$ cat src/rtl/lfb_pkg.sv
package lfb_pkg;
  typedef struct packed {
    logic wrEn;     // store the reply word
    logic advance;  // oldest slot is overwritten, head moves on
    logic clear;    // reset the storage head
  } lfbStrobe_t;
endpackage

$ cat src/rtl/lfb_ctrl.sv
module lfb_ctrl
  import lfb_pkg::*;
#(
  parameter int DEPTH  = 8,
  parameter int ADDR_W = 16,
  parameter int ITER_W = 8
) (
  input  logic              clk,
  input  logic              rstN,
  input  logic              flush,
  input  logic              reqValid,
  input  logic [ADDR_W-1:0] reqAddr,
  input  logic              memRspValid,
  input  logic [ADDR_W-1:0] memRspAddr,
  input  logic              loopArm,
  input  logic [ITER_W-1:0] loopIters,
  output logic              hit,
  output logic              memReqValid,
  output logic [ADDR_W-1:0] memReqAddr,
  output logic [$clog2(DEPTH)-1:0] rdOff,
  output logic [$clog2(DEPTH)-1:0] wrOff,
  output lfbStrobe_t        strb
);
  localparam int CW = $clog2(DEPTH + 1);
  localparam int OW = $clog2(DEPTH);
  localparam logic [CW-1:0] FULL = CW'(DEPTH);

  logic [ADDR_W-1:0] base;
  logic [CW-1:0]     count;
  logic [ITER_W-1:0] pinCnt;

  logic [ADDR_W-1:0] reqOff, rspOff;
  logic inWin, contig, isFull, pinned, take;

  always_comb begin
    reqOff      = reqAddr - base;
    rspOff      = memRspAddr - base;
    inWin       = (count != '0) && (reqOff < ADDR_W'(count));
    contig      = (count != '0) && (rspOff == ADDR_W'(count));
    isFull      = (count == FULL);
    pinned      = (pinCnt != '0);
    take        = memRspValid && !pinned && !flush;
    hit         = reqValid && inWin;
    memReqValid = reqValid && !inWin;
    memReqAddr  = reqAddr;
    rdOff       = reqOff[OW-1:0];
    wrOff       = (contig && !isFull) ? count[OW-1:0] : '0;
    strb.clear  = flush;
    strb.wrEn   = take;
    strb.advance = take && contig && isFull;
  end

  always_ff @(posedge clk) begin
    if (!rstN) begin
      base  <= '0;
      count <= '0;
    end else if (flush) begin
      count <= '0;
    end else if (take) begin
      if (!contig) begin
        base  <= memRspAddr;
        count <= CW'(1);
      end else if (isFull) begin
        base  <= base + ADDR_W'(1);
      end else begin
        count <= count + CW'(1);
      end
    end
  end

  always_ff @(posedge clk) begin
    if (!rstN)       pinCnt <= '0;
    else if (flush)  pinCnt <= '0;
    else if (loopArm) pinCnt <= loopIters;
    else if (hit && pinned && reqOff == '0) pinCnt <= pinCnt - ITER_W'(1);
  end

  AST_HIT_EXCLUSIVE: assert property (@(posedge clk) disable iff (!rstN)
    !(hit && memReqValid));
  AST_COUNT_BOUND: assert property (@(posedge clk) disable iff (!rstN)
    count <= FULL);
  AST_FULL_SLIDE: assert property (@(posedge clk) disable iff (!rstN)
    (take && contig && isFull) |=> (count == FULL && base == $past(base) + ADDR_W'(1)));
  AST_RESTART_ONE: assert property (@(posedge clk) disable iff (!rstN)
    (take && !contig) |=> (count == CW'(1) && base == $past(memRspAddr)));
  AST_FLUSH_EMPTY: assert property (@(posedge clk) disable iff (!rstN)
    flush |=> (count == '0 && pinCnt == '0));
  AST_PIN_HOLD: assert property (@(posedge clk) disable iff (!rstN)
    (pinned && !flush) |=> ($stable(base) && $stable(count)));
endmodule

$ cat src/rtl/lfb_data.sv
module lfb_data
  import lfb_pkg::*;
#(
  parameter int DEPTH  = 8,
  parameter int DATA_W = 32
) (
  input  logic              clk,
  input  logic              rstN,
  input  lfbStrobe_t        strb,
  input  logic [$clog2(DEPTH)-1:0] wrOff,
  input  logic [$clog2(DEPTH)-1:0] rdOff,
  input  logic              hit,
  input  logic              memRspValid,
  input  logic [DATA_W-1:0] memRspData,
  output logic              instrValid,
  output logic [DATA_W-1:0] instrData
);
  localparam int OW = $clog2(DEPTH);

  logic [OW-1:0]     head;
  logic [DATA_W-1:0] slots [DEPTH];
  logic [OW-1:0]     wrIdx, rdIdx;

  always_comb begin
    wrIdx      = head + wrOff;
    rdIdx      = head + rdOff;
    instrValid = hit || memRspValid;
    instrData  = hit ? slots[rdIdx] : memRspData;
  end

  always_ff @(posedge clk) begin
    if (!rstN)             head <= '0;
    else if (strb.clear)   head <= '0;
    else if (strb.advance) head <= head + OW'(1);
  end

  always_ff @(posedge clk) begin
    if (strb.wrEn) slots[wrIdx] <= memRspData;
  end

  AST_HEAD_CLEAR: assert property (@(posedge clk) disable iff (!rstN)
    strb.clear |=> (head == '0));
  AST_ONE_SOURCE: assert property (@(posedge clk) disable iff (!rstN)
    (memRspValid && !hit) |-> (instrValid && instrData == memRspData));
endmodule

$ cat src/rtl/loop_fetch_buffer.sv
module loop_fetch_buffer
  import lfb_pkg::*;
#(
  parameter int DEPTH  = 8,
  parameter int ADDR_W = 16,
  parameter int DATA_W = 32,
  parameter int ITER_W = 8
) (
  input  logic              clk,
  input  logic              rstN,
  input  logic              flush,
  input  logic              reqValid,
  input  logic [ADDR_W-1:0] reqAddr,
  output logic              hit,
  output logic              instrValid,
  output logic [DATA_W-1:0] instrData,
  output logic              memReqValid,
  output logic [ADDR_W-1:0] memReqAddr,
  input  logic              memRspValid,
  input  logic [ADDR_W-1:0] memRspAddr,
  input  logic [DATA_W-1:0] memRspData,
  input  logic              loopArm,
  input  logic [ITER_W-1:0] loopIters
);
  localparam int OW = $clog2(DEPTH);

  lfbStrobe_t    strb;
  logic [OW-1:0] rdOff, wrOff;

  lfb_ctrl #(.DEPTH(DEPTH), .ADDR_W(ADDR_W), .ITER_W(ITER_W)) uCtrl (
    .clk(clk), .rstN(rstN), .flush(flush), .reqValid(reqValid),
    .reqAddr(reqAddr), .memRspValid(memRspValid), .memRspAddr(memRspAddr),
    .loopArm(loopArm), .loopIters(loopIters), .hit(hit),
    .memReqValid(memReqValid), .memReqAddr(memReqAddr),
    .rdOff(rdOff), .wrOff(wrOff), .strb(strb)
  );

  lfb_data #(.DEPTH(DEPTH), .DATA_W(DATA_W)) uData (
    .clk(clk), .rstN(rstN), .strb(strb), .wrOff(wrOff), .rdOff(rdOff),
    .hit(hit), .memRspValid(memRspValid), .memRspData(memRspData),
    .instrValid(instrValid), .instrData(instrData)
  );
endmodule

$ cat config.mk
export PLATFORM = sky130hd
export DESIGN_NAME = loop_fetch_buffer
export DESIGN_NICKNAME = d
export VERILOG_FILES = /design/src/rtl/lfb_pkg.sv /design/src/rtl/lfb_ctrl.sv /design/src/rtl/lfb_data.sv /design/src/rtl/loop_fetch_buffer.sv
export SDC_FILE = /design/constraint.sdc
export NUM_CORES = 1
export LEC_CHECK = 0
export BUFFER_PORTS_ARGS = -buffer_cell sky130_fd_sc_hd__buf_2
export CORE_MARGIN = 2
export CORE_UTILIZATION = 40
export CTS_CLUSTER_SIZE = 28
export DETAILED_ROUTE_END_ITERATION = 10
export GPL_ROUTABILITY_DRIVEN = 0
export PLACE_DENSITY = 0.68
export SLEW_MARGIN = 20
export SYNTH_ARGS = -nofsm -noshare
export SYNTH_HDL_FRONTEND = slang
export SYNTH_SLANG_ARGS = --single-unit
$ cat constraint.sdc
create_clock -name clk -period 11.2 [get_ports clk]
set_clock_uncertainty 0.1 [all_clocks]
set_input_delay 1.12 -clock clk [delete_from_list [all_inputs] [get_ports clk]]
set_output_delay 1.12 -clock clk [all_outputs]
set_load 0.02 [all_outputs]
# After elaboration in Yosys (flattened, before gate mapping)
# Memories as Yosys holds them, arrays and structs flattened.
# Index checks and enable logic that the tools add are counted.
[op_classes]
add_sub_neg = 8
order_cmp = 1
eq_ne = 4
n_mux = 10
bitwise = 2
reduce_logical = 23
[ops]
columns = ["op", "n"]
rows = [
  ["$mux 16", 2],
  ["$mux 32", 1],
  ["$sub 16x16->16", 2],
  ["$add 16x1->16 const B", 1],
  ["$eq 16x4->1", 1],
  ["$logic_not 16->1", 1],
  ["$lt 16x4->1", 1],
  ["$mux 8", 2],
  ["$logic_and 1x1->1", 11],
  ["$mux 4", 2],
  ["$reduce_bool 8->1", 1],
  ["$sub 8x1->8 const B", 1],
  ["$add 3x3->3", 2],
  ["$add 4x1->4 const B", 1],
  ["$eq 4x4->1 const B", 1],
  ["$logic_not 1->1", 4],
  ["$ne 2x2->1 const B", 2],
  ["$reduce_bool 4->1", 1],
  ["$add 3x1->3 const B", 1],
  ["$mux 3", 1],
  ["$reduce_and 3->1", 1],
  ["$mux 1", 2],
  ["$not 1->1", 2],
  ["$reduce_and 2->1", 1],
  ["other kinds (3)", 3],
]
[totals]
reg_bits = 31
ram_bits = 256
out_inout_bits = 51
word_cells = 53
memories = 1
[memory_table]
columns = ["name", "depth", "word_bits", "read_ports", "rd_ports_with_merged_regs", "write_ports", "line", "rtl"]
rows = [
  ["uData.slots", 8, 32, 1, 0, 1, "lfb_data.sv:21", "logic [DATA_W-1:0] slots [DEPTH];"],
]

# Logic depth before layout (Yosys ltp)
# Gate-level depths: netlist of run 1.
[logic_depth]
ltp_word = 8
ltp_mapped = 17
depth_no_buf = 17

# Modules after synthesis
# Synthesis of run 1 repeated with hierarchy kept, for this count alone.
[hier_totals]
hier_cells = 991
hier_area_um2 = 14009.7
[by_module_without_submodules]
columns = ["mod", "instances", "cells_per_inst", "area_each_um2"]
rows = [
  ["lfb_data", 1, 477, 10218.6],
  ["lfb_ctrl", 1, 514, 3791.1],
]

# Least setup slack after synthesis of run 1
# OpenSTA, ideal clock, no wires.
[synth_path]
kind = "input to register"
startpoint = "in memRspAddr[0]"
endpoint = "mem uData.slots[4][0] (enable)"
arrival_time_ns = 8.434
required_ns = 10.587
setup_slack_ns = 2.153
cell_stages = 17
path_buffers = 0
path_cell_list = "inv_1 > ha_1 > fa_1 > xnor2_1 > or4_1 > nor3_1 > o2111ai_1 > nand4b_1 > or4_4 > or3_1 > nor3_1 > ha_1 > inv_1 > fa_1 > xnor2_1 > a21oi_1 > nor4b_1"
[synth_via]
elab_chain_cells = 6
[synth_rtl]
columns = ["item", "line", "rtl"]
rows = [
  ["start, declared", "loop_fetch_buffer.sv:20", "input logic [ADDR_W-1:0] memRspAddr,"],
  ["$sub 16x16->16", "lfb_ctrl.sv:37", "rspOff = memRspAddr - base;"],
  ["$eq 16x4->1", "lfb_ctrl.sv:39", "contig = (count != '0) && (rspOff == ADDR_W'(count));"],
  ["$logic_and 1x1->1", "lfb_ctrl.sv:39", ""],
  ["$logic_and 1x1->1", "lfb_ctrl.sv:47", "wrOff = (contig && !isFull) ? count[OW-1:0] : '0;"],
  ["$mux 3", "lfb_ctrl.sv:47", ""],
  ["$add 3x3->3", "lfb_data.sv:25", "wrIdx = head + wrOff;"],
  ["end, declared", "lfb_data.sv:21", ""],
]
# No other way between the ends.

# Final worst setup path of run 1
[layout_path]
startpoint = "in reqAddr[0]"
endpoint = "out instrData[25]"
[layout_via]
elab_chain_cells = 5
elab_cells_between_ends = 7
cone_classes = "add/sub (2); order compare (1); mux (1); reduce/logical (2); memory (1)"
[layout_rtl]
columns = ["item", "line", "rtl"]
rows = [
  ["start, declared", "loop_fetch_buffer.sv:13", "input logic [ADDR_W-1:0] reqAddr,"],
  ["$sub 16x16->16 (*)", "lfb_ctrl.sv:36", "reqOff = reqAddr - base;"],
  ["$lt 16x4->1", "lfb_ctrl.sv:38", "inWin = (count != '0) && (reqOff < ADDR_W'(count));"],
  ["$logic_and 1x1->1", "lfb_ctrl.sv:38", ""],
  ["$logic_and 1x1->1", "lfb_ctrl.sv:43", "hit = reqValid && inWin;"],
  ["$mux 32 (*)", "lfb_data.sv:28", "instrData = hit ? slots[rdIdx] : memRspData;"],
  ["end, declared", "loop_fetch_buffer.sv:16", "output logic [DATA_W-1:0] instrData,"],
]
# Every way passes the cells marked *; elsewhere a longest branch is shown, timed or not.

==> results.py, run 1 <==
metrics = {
    "detailed_routing": {
        "routedWlPerCell_um": 20.2,
        "firstDrtPassIters": 7,
        "drt-total-wl_um": 32500,
        "drc": 0,
        "ant_nets": 0,
        "num_vias": 9109,
        "drtIter0Drc": 683,
        "viasPerCell": 5.64,
    },
    "timing": {
        "fmax_mhz": 151,
        "period_minus_slack_ps": 6640,
        "hold_viol": 0,
        "hold_ws_ps": 432,
        "rsz0062_at_grt": "no",
        "fin_crit_sh": 0.593,
        "max_slew_margin": 0.326,
        "final.setup.tns_ps": 0,
        "setup_viol_count_final": 0,
        "slew_viol_final": 0,
        "worstMarginPinSlew_ps": 1010,
    },
    "logic_synthesis": {
        "synth_top_area_cell": "edfxtp_1",
        "synth.cell_area_um2": 14400,
        "synthCells": 1013,
        "postSynthAreaPerCell_um2": 14.2,
        "ys_types": 73,
        "yosysWarnings": 0,
        "synth.area.top_cells": "edfxtp_1 53%, mux4_2 10%, mux2_2 5.3%, dfxtp_1 4.3%, ha_1 3.6%",
        "ys_seq_area_frac": 0.576,
        "synth_edf_count": 256,
        "synthesis.nets": 1136,
        "yosys_most_used_dff": "edfxtp_1",
        "async_reset_ff_frac": 0,
        "ys_seq_elements": 287,
        "synth_top_area_frac": 0.533,
    },
    "clock_network": {
        "numClockSinks": 287,
        "numCtsBuffers": 30,
        "post-cts-setup-buffers": 0,
        "cts_tree": "yes",
        "htreeDepth": 1,
        "path_clk_slew_ps": 60,
        "cts-root-buf": "clkbuf_16",
        "hold_buffers": 0,
        "clk_latency_ps": 570,
        "clock_path_buffers": 3,
        "cts-resized-gates": 0,
    },
    "floorplan": {
        "die_y_um": 194,
        "start_util": 0.406,
        "ios": 129,
        "fp-row-count": 69,
        "core-area_um2": 35600,
        "die_w_um": 194,
        "floorplan.die_area_um2": 37600,
    },
    "power_and_ir_drop": {
        "power_leakage_nw": 5.65,
        "p_per_area_nw_per_um2": 151,
        "peakVddDrop_uv": 165,
    },
    "setup_path": {
        "crit_path_end_kind": "output pin",
        "cpMaxStageDelayCell": "nand3_4",
        "crit_cells": 16,
        "worstSetupPathType": "primary input to output pin",
        "crit_buf_inv": 4,
        "critPathTopFamily": "simple AND/OR/NAND/NOR gates",
        "arrival_ps": 5420,
        "cp_data_required_time_ps": 9980,
        "worstPathCellList": "buf_2 -> inv_1 -> ha_1 -> inv_1 -> fa_1 -> xor2_1 -> ha_1 -> o21a_1 -> o21ai_0 -> o211ai_1 -> nor4b_1 -> nand4b_1 -> nor2_1 -> nand3_4 -> mux2_2 -> buf_2",
        "slowest_delay_ps": 570,
        "rr_worst_depth": 16,
        "cp-start-kind": "primary input",
        "crit_fanout": 34,
    },
    "final_layout": {
        "fill_cells": 3110,
        "nNetsFinal": 1250,
        "stdcell_area_um2": 16500,
        "post-route-util": 0.464,
        "drive_above_1_share": 0.301,
        "instances_no_fill": 1614,
        "synthToLayoutAreaGrowth_pct": 14.3,
    },
    "global_route": {
        "grt_pass1_vias": 8972,
        "antenna_found_initial": 1,
        "grt_use_total": 0.170,
        "grt_max_degree": 65,
        "grt_pass1_wl_um": 51000,
        "gr-total-overflow": 0,
    },
    "placement": {
        "dp_hpwl_um": 20700,
        "placedCellCount": 1556,
        "placed_cell_area_um2": 15500,
        "port_buffers": 128,
    },
    "hold_path": {
        "hold_path.class": "flip-flop to flip-flop",
        "hold_path_depth": 2,
    },
    "status": {
        "status": "finished, final reports clean",
    },
    "flow_run": {
        "maxCapViolCount": 0,
    },
}
worst paths after layout:
kind                               startpoint            endpoint  slack, ps
worst max-delay path               reqAddr[0]       instrData[25]       4560
worst max register to register  uCtrl.base[0]  uData.slots[6][31]       4760
worst min register to register  uCtrl.base[3]       uCtrl.base[3]        430
worst min-delay path            uCtrl.base[3]       uCtrl.base[3]        430
cell usage after synthesis (9+ instances only):
| library cell | count |
|---|---|
| a31oi_1 | 13 |
| ha_1 | 41 |
| o21a_1 | 9 |
| nor2_1 | 39 |
| a21oi_1 | 35 |
| mux2_2 | 68 |
| o21ai_0 | 38 |
| a21o_1 | 18 |
| edfxtp_1 | 256 |
| mux4_2 | 64 |
| xnor2_1 | 12 |
| and3_1 | 15 |
| buf_4 | 16 |
| inv_1 | 41 |
| a211oi_1 | 14 |
| nor4_1 | 11 |
| nor3_1 | 28 |
| nand3_1 | 24 |
| clkbuf_1 | 27 |
| dfxtp_1 | 31 |
| nand2_1 | 40 |
cells by family (layout without fill, tap and decap cells):
| kind of cell | count (synthesis) | after routing | share of synthesized area |
|---|---|---|---|
| other cells | 0 | 2 | 0 |
| mux | 141 | 141 | 0.159 |
| buf+inv | 103 | 241 | 0.0332 |
| flops | 287 | 287 | 0.576 |
| xor+xnor | 17 | 17 | 0.0114 |
| fa+ha+maj | 45 | 45 | 0.0411 |
| simple gates | 232 | 232 | 0.0895 |
| compound gates | 188 | 188 | 0.0896 |
report_power, final:
group          leakage, nW  switching (mW)  internal, mW
clock                0.466           0.423         0.540
combinational         2.62           0.200         0.154
sequential            2.56         0.00566          1.17
layer usage:
metal	routed length, um	vias to the layer above	track usage	part of all wire
met5	0	-	0	0
met4	609	0	0.0426	0.019
met3	1960	44	0.0259	0.060
met2	15300	299	0.275	0.47
met1	14700	4507	0.242	0.45
li1	-	4259	-	-
cell type report:
class | count | area [um^2] | share of cell area
Sequential cell | 287 | 8310 | 0.504
Multi-Input combinational cell | 623 | 5730 | 0.347
Inverter | 42 | 158 | 0.00956
Clock buffer | 33 | 762 | 0.0462
Timing Repair Buffer | 143 | 753 | 0.0457
Clock inverter | 23 | 200 | 0.0121
Tap cell | 461 | 577 | 0.0350
Antenna cell | 2 | 5.00 | 0.000303
tightest hold or removal path, cell delays in order (launching register included):
cell	delay, ps
dfxtp_1	340
nand2_1	70
a31oi_1	70
per-stage QoR:
stage | total power [mW] | setup WS [ps]
6_report | 2.50 | 4560
2_1_floorplan | 1.46 | 2150
3_5_place_dp | 1.56 | 3960
3_3_place_gp | 1.55 | 4100
4_1_cts | 2.51 | 4110
5_1_grt | 2.59 | 4170
cells in the final DEF (no fill, tap or decap), types with 8 or more instances in the layout:
cell type,n
edfxtp_1,256
nor2_1,39
and3_1,15
buf_2,128
clkbuf_16,30
o21a_1,9
a21oi_1,33
nor3_1,28
a31oi_1,13
mux2i_1,8
ha_1,40
o21ai_0,38
buf_4,15
nand2_1,40
clkinv_1,9
or2_2,8
a211oi_1,13
mux2_2,68
nor4_1,11
dfxtp_1,31
inv_1,41
mux4_2,64
xnor2_1,11
nand3_1,23
a21o_1,18
flip-flops by register name (all words and copies together) (netlist names):
signal,cells
uData.slots,256
uCtrl.base,16
uData.head,3
uCtrl.pinCnt,8
uCtrl.count,4
No activity file was read; power rests on OpenSTA's default activity.
==> run 2: changes to the inputs <==
--- a/config.mk
+++ b/config.mk
@@ -11,7 +11,7 @@
 export CTS_CLUSTER_SIZE = 28
 export DETAILED_ROUTE_END_ITERATION = 10
 export GPL_ROUTABILITY_DRIVEN = 0
-export PLACE_DENSITY = 0.68
+export PLACE_DENSITY = 0.71
 export SLEW_MARGIN = 20
 export SYNTH_ARGS = -nofsm -noshare
 export SYNTH_HDL_FRONTEND = slang
==> constraint.sdc (replaced) <==
create_clock -name clk -period 6.1 [get_ports clk]
set_clock_uncertainty 0.1 [all_clocks]
set_input_delay 0.61 -clock clk [delete_from_list [all_inputs] [get_ports clk]]
set_output_delay 0.61 -clock clk [all_outputs]
set_load 0.02 [all_outputs]
==> run 2 against run 1 <==
Effect of this change: combinational power rose by 87%; global-route usage rose by 0.26 points; die area did not move; sequential power rose by 84%; cell area rose by 0.45%; critical endpoint is now instrData[1]; clock power rose by 62%; non-clock buffer count rose by 8; count of clock-buffer cells in the layout rose by 3; critical path depth did not move; total power rose by 76%; routed wire length rose by 0.16%; first-iteration DRC count rose by 31%.
==> results.py, run 2 (same netlist as run 1, synthesis figures left out) <==
metrics = {
    "final_layout": {
        "largest-register": "uData.slots",
        "post-route-util": 0.466,
        "largest_reg_flops": 256,
        "top_regs": "uData.slots: 256 flops, uCtrl.base: 16 flops, uCtrl.pinCnt: 8 flops",
        "drive_above_1_share": 0.308,
        "synthToLayoutAreaGrowth_pct": 14.8,
        "instances_no_fill": 1610,
        "stdcell_area_um2": 16600,
        "layout_commonest_cell": "edfxtp_1",
        "nNetsFinal": 1256,
        "fill_cells": 3070,
        "mostFrequentLayoutCells": "256 x edfxtp_1, 128 x buf_2, 68 x mux2_2",
    },
    "setup_path": {
        "rr_worst_depth": 17,
        "timing.rr.end": "uData.slots[2][19]",
        "arrival_ps": 5040,
        "worstReg2RegStart": "uCtrl.base[12]",
        "worstSetupPathType": "flip-flop to output pin",
        "cp-start-kind": "flip-flop",
        "crit_path_end_kind": "output pin",
        "crit_fanout": 32,
        "cp_data_required_time_ps": 5390,
        "regToRegSetupSlack_ps": 430,
    },
    "clock_network": {
        "clk_latency_ps": 570,
        "cts-root-buf": "clkbuf_16",
        "numCtsBuffers": 28,
        "cts_tree": "yes",
        "cts-resized-gates": 0,
        "path_clk_slew_ps": 70,
        "numClockSinks": 287,
        "post-cts-setup-buffers": 0,
        "clock_path_buffers": 3,
        "hold_buffers": 0,
        "htreeDepth": 1,
    },
    "power_and_ir_drop": {
        "peakVddDrop_uv": 209,
        "power_leakage_nw": 5.65,
        "p_per_area_nw_per_um2": 265,
    },
    "timing": {
        "fin_crit_sh": 0.942,
        "setup_ws_ps": 353,
        "max_slew_margin": 0.377,
        "slew_viol_final": 0,
        "worstMarginPinSlew_ps": 931,
        "rsz0062_at_grt": "no",
        "fmax_mhz": 174,
        "hold_viol": 0,
        "period_minus_slack_ps": 5750,
        "setup_viol_count_final": 0,
        "final.setup.tns_ps": 0,
    },
    "floorplan": {
        "die_y_um": 194,
        "start_util": 0.406,
        "ios": 129,
        "fp-row-count": 69,
        "core-area_um2": 35600,
        "floorplan.die_area_um2": 37600,
        "die_w_um": 194,
    },
    "placement": {
        "dp_slack_ps": 188,
        "placed_cell_area_um2": 15700,
        "port_buffers": 128,
        "placedCellCount": 1564,
        "dp_hpwl_um": 21700,
    },
    "detailed_routing": {
        "ant_nets": 0,
        "drc": 0,
        "routedWlPerCell_um": 20.2,
        "viasPerCell": 5.78,
        "drt-total-wl_um": 32600,
        "drtIter0Drc": 897,
        "firstDrtPassIters": 5,
        "num_vias": 9311,
    },
    "global_route": {
        "grt_pass1_wl_um": 51700,
        "grt_use_total": 0.172,
        "grt_max_degree": 42,
        "gr-total-overflow": 0,
        "grt_pass1_vias": 9287,
        "antenna_found_initial": 3,
    },
    "hold_path": {
        "hold_path.class": "primary input to flip-flop",
        "worstHoldStart": "memRspAddr[11]",
        "worstHoldEndpoint": "uCtrl.base[11]",
        "hold_path_depth": 2,
    },
    "status": {
        "status": "finished, final reports clean",
    },
    "flow_run": {
        "maxCapViolCount": 0,
    },
}
==> run 2: power by group <==
part	switching [mW]	total (mW)	internal (mW)
combinational	0.372	0.662	0.289
clock	0.710	1.56	0.854
sequential	0.0105	2.17	2.16
==> run 2: worst max-delay path by stage <==
stage | from | to | slack (ps) | cells after the start
global placement | memRspAddr[0] | uData.slots[2][16] | 230 | 19
CTS | uCtrl.base[1] | instrData[1] | 350 | 16
floorplan | memRspAddr[0] | uData.slots[3][0] | -440 | 17
detailed placement | memRspAddr[0] | uData.slots[2][19] | 190 | 19
global route | uCtrl.base[3] | instrData[1] | 80 | 16
finish | uCtrl.base[1] | instrData[1] | 350 | 16
==> run 2: worst max-delay path: stages (launching register included) <==
cell and delay (ps):
dfxtp_1 410, inv_1 170, ha_1 300, nor2b_1 150
o31a_1 200, a21oi_1 110, ha_1 220, or4_1 510
a211oi_1 250, o211ai_1 140, nor4b_1 340, nand4b_1 210
nor2_1 410, nand3_2 160, buf_4 310, mux2_2 370
buf_2 170
==> run 2: per-stage QoR <==
stage	total power [mW]	hold WS, ps
2_1_floorplan	2.68	390
3_3_place_gp	2.86	412
3_5_place_dp	2.87	430
4_1_cts	4.44	173
5_1_grt	4.57	171
6_report	4.39	200
==> run 2: final cells by class <==
type | count | area (um^2) | share of cell area
antenna | 1 | 2.50 | 0.000151
clock buffer | 36 | 741 | 0.0447
clock inverter | 9 | 75.1 | 0.00453
inverter | 42 | 170 | 0.0103
multi-input combinational | 623 | 5790 | 0.350
sequential | 287 | 8310 | 0.501
tap | 461 | 577 | 0.0348
timing repair buffer | 151 | 901 | 0.0544
==> run 2: routing by layer <==
layer / routed length (um) / part of all wire / vias to the layer above / track usage
met3: 2070 / 0.064 / 64 / 0.0313
met2: 15700 / 0.48 / 286 / 0.285
li1: - / - / 4263 / -
met1: 13900 / 0.43 / 4694 / 0.229
met4: 899 / 0.028 / 4 / 0.0614
met5: 23 / 0.00071 / - / 0
==> run 3: changes to the inputs <==
--- a/config.mk
+++ b/config.mk
@@ -12,6 +12,7 @@
 export DETAILED_ROUTE_END_ITERATION = 10
 export GPL_ROUTABILITY_DRIVEN = 0
 export PLACE_DENSITY = 0.71
+export REMOVE_ABC_BUFFERS = 1
 export SLEW_MARGIN = 20
 export SYNTH_ARGS = -nofsm -noshare
 export SYNTH_HDL_FRONTEND = slang
==> constraint.sdc (replaced) <==
create_clock -name clk -period 6.1 [get_ports clk]
set_clock_uncertainty 0.1 [all_clocks]
set_input_delay 0.915 -clock clk [delete_from_list [all_inputs] [get_ports clk]]
set_output_delay 0.915 -clock clk [all_outputs]
set_load 0.02 [all_outputs]
==> run 3 against run 2 <==
Effect of this change: count of clock-buffer cells in the layout shrank 4; largest cell class unchanged; highest routed layer is now met4; routed wire length grew 2.5%; critical path type unchanged; die area did not move; worst hold slack gained 250 ps.
==> results.py, run 3 (same netlist as run 1, synthesis figures left out) <==
metrics = {
    "global_route": {
        "grt_max_degree": 43,
        "grt_use_total": 0.175,
        "grt_pass1_wl_um": 52700,
        "gr-total-overflow": 0,
        "antenna_found_initial": 0,
        "grt_pass1_vias": 9442,
    },
    "setup_path": {
        "slowest_delay_ps": 530,
        "cp_common_cell": "ha_1",
        "worstPathCellList": "inv_1 -> ha_1 -> o21a_1 -> o31a_1 -> a21oi_1 -> ha_1 -> or4_1 -> a211oi_1 -> o211ai_1 -> nor4b_1 -> nand4b_1 -> nor2_1 -> nand3_2 -> buf_12 -> mux2_2 -> buf_2",
        "critPathTopFamily": "simple AND/OR/NAND/NOR gates",
        "worstSetupPathType": "flip-flop to output pin",
        "crit_buf_inv": 3,
        "arrival_ps": 4750,
        "cp-start-kind": "flip-flop",
        "crit_path_end_kind": "output pin",
        "cp_data_required_time_ps": 5080,
        "cpMaxStageDelayCell": "or4_1",
        "crit_fanout": 32,
    },
    "floorplan": {
        "die_y_um": 194,
        "ios": 129,
        "fp-row-count": 69,
        "start_util": 0.406,
        "core-area_um2": 35600,
        "floorplan.die_area_um2": 37600,
        "die_w_um": 194,
    },
    "placement": {
        "port_buffers": 128,
        "dp_hpwl_um": 22800,
        "placed_cell_area_um2": 16000,
        "dp_slack_ps": -193,
    },
    "clock_network": {
        "numCtsBuffers": 29,
        "clk_latency_ps": 550,
        "cts-root-buf": "clkbuf_16",
        "post-cts-setup-buffers": 0,
        "clock_path_buffers": 3,
        "cts_tree": "yes",
        "htreeDepth": 1,
        "cts-resized-gates": 0,
        "path_clk_slew_ps": 60,
        "numClockSinks": 287,
        "hold_buffers": 0,
    },
    "detailed_routing": {
        "ant_nets": 0,
        "viasPerCell": 5.70,
        "firstDrtPassIters": 5,
        "drtIter0Drc": 711,
        "drc": 0,
        "drt-total-wl_um": 33400,
        "num_vias": 9376,
        "routedWlPerCell_um": 20.3,
    },
    "timing": {
        "max_slew_margin": 0.394,
        "fmax_mhz": 173,
        "hold_viol": 0,
        "period_minus_slack_ps": 5770,
        "rsz0062_at_grt": "no",
        "setup_viol_count_final": 0,
        "slew_viol_final": 0,
        "setup_ws_ps": 334,
        "worstMarginPinSlew_ps": 905,
        "fin_crit_sh": 0.945,
        "hold_ws_ps": 447,
        "final.setup.tns_ps": 0,
    },
    "final_layout": {
        "synthToLayoutAreaGrowth_pct": 17.4,
        "largest_reg_flops": 256,
        "post-route-util": 0.476,
        "drive_above_1_share": 0.323,
        "nNetsFinal": 1285,
        "mostFrequentLayoutCells": "256 x edfxtp_1, 128 x buf_2, 68 x mux2_2",
        "layout_commonest_cell": "edfxtp_1",
        "largest-register": "uData.slots",
        "diodes": 0,
        "top_regs": "uData.slots: 256 flops, uCtrl.base: 16 flops, uCtrl.pinCnt: 8 flops",
        "stdcell_area_um2": 16900,
    },
    "power_and_ir_drop": {
        "p_per_area_nw_per_um2": 272,
        "swShare": 0.247,
        "internal_power_mw": 3.47,
        "switchingPower_mw": 1.14,
        "power_leakage_nw": 5.88,
        "peakVddDrop_uv": 228,
        "combinationalPowerShare": 0.147,
        "p_seq_frac": 0.470,
        "clkPwrFrac": 0.383,
    },
    "flow_run": {
        "maxCapViolCount": 0,
    },
    "status": {
        "status": "finished, final reports clean",
    },
    "hold_path": {
        "hold_path.class": "flip-flop to flip-flop",
    },
}
[run 3: stage by stage]
stage,power [mW],cells
floorplan,2.66,952
global placement,2.87,1592
detailed placement,2.88,1592
CTS,4.65,1646
global route,4.79,1646
finish,4.61,1646
[run 3: final timing paths]
path / slack, ps / from / cells past startpoint / to
worst max-delay path: 330 / uCtrl.base[2] / 16 / instrData[18]
worst min-delay path: 450 / uCtrl.base[3] / 2 / uCtrl.base[3]
worst max register to register: 510 / uCtrl.base[4] / 17 / uData.slots[2][8]
worst min register to register: 450 / uCtrl.base[3] / 2 / uCtrl.base[3]
[run 3: per-layer routing]
metal / global-route usage / part of all wire
met5: 0 / 0
met4: 0.0314 / 0.015
met3: 0.0273 / 0.070
met2: 0.301 / 0.49
met1: 0.239 / 0.42
[run 3: final cells by class]
type	count	area (um^2)
clock buffer	32	737
clock inverter	22	221
fill	3066	18600
inverter	42	158
multi-input combinational	623	5720
sequential	287	8310
tap	461	577
timing repair buffer	179	1210
[run 3: worst reg2reg max path, delay by kind of cell (launching register included)]
kind,cells,cell delay [ps]
simple gates,4,1350
fa+ha+maj,3,820
buf+inv,3,470
compound gates,6,1760
xor+xnor,1,330
flops,1,420
[run 3: power by group through the flow]
stage	logic, mW	clock network, mW	registers [mW]
floorplan	0.458	0	2.21
finish	0.679	1.77	2.17
detailed placement	0.674	0	2.21
CTS	0.681	1.80	2.17
global placement	0.665	0	2.21
global route	0.739	1.88	2.17
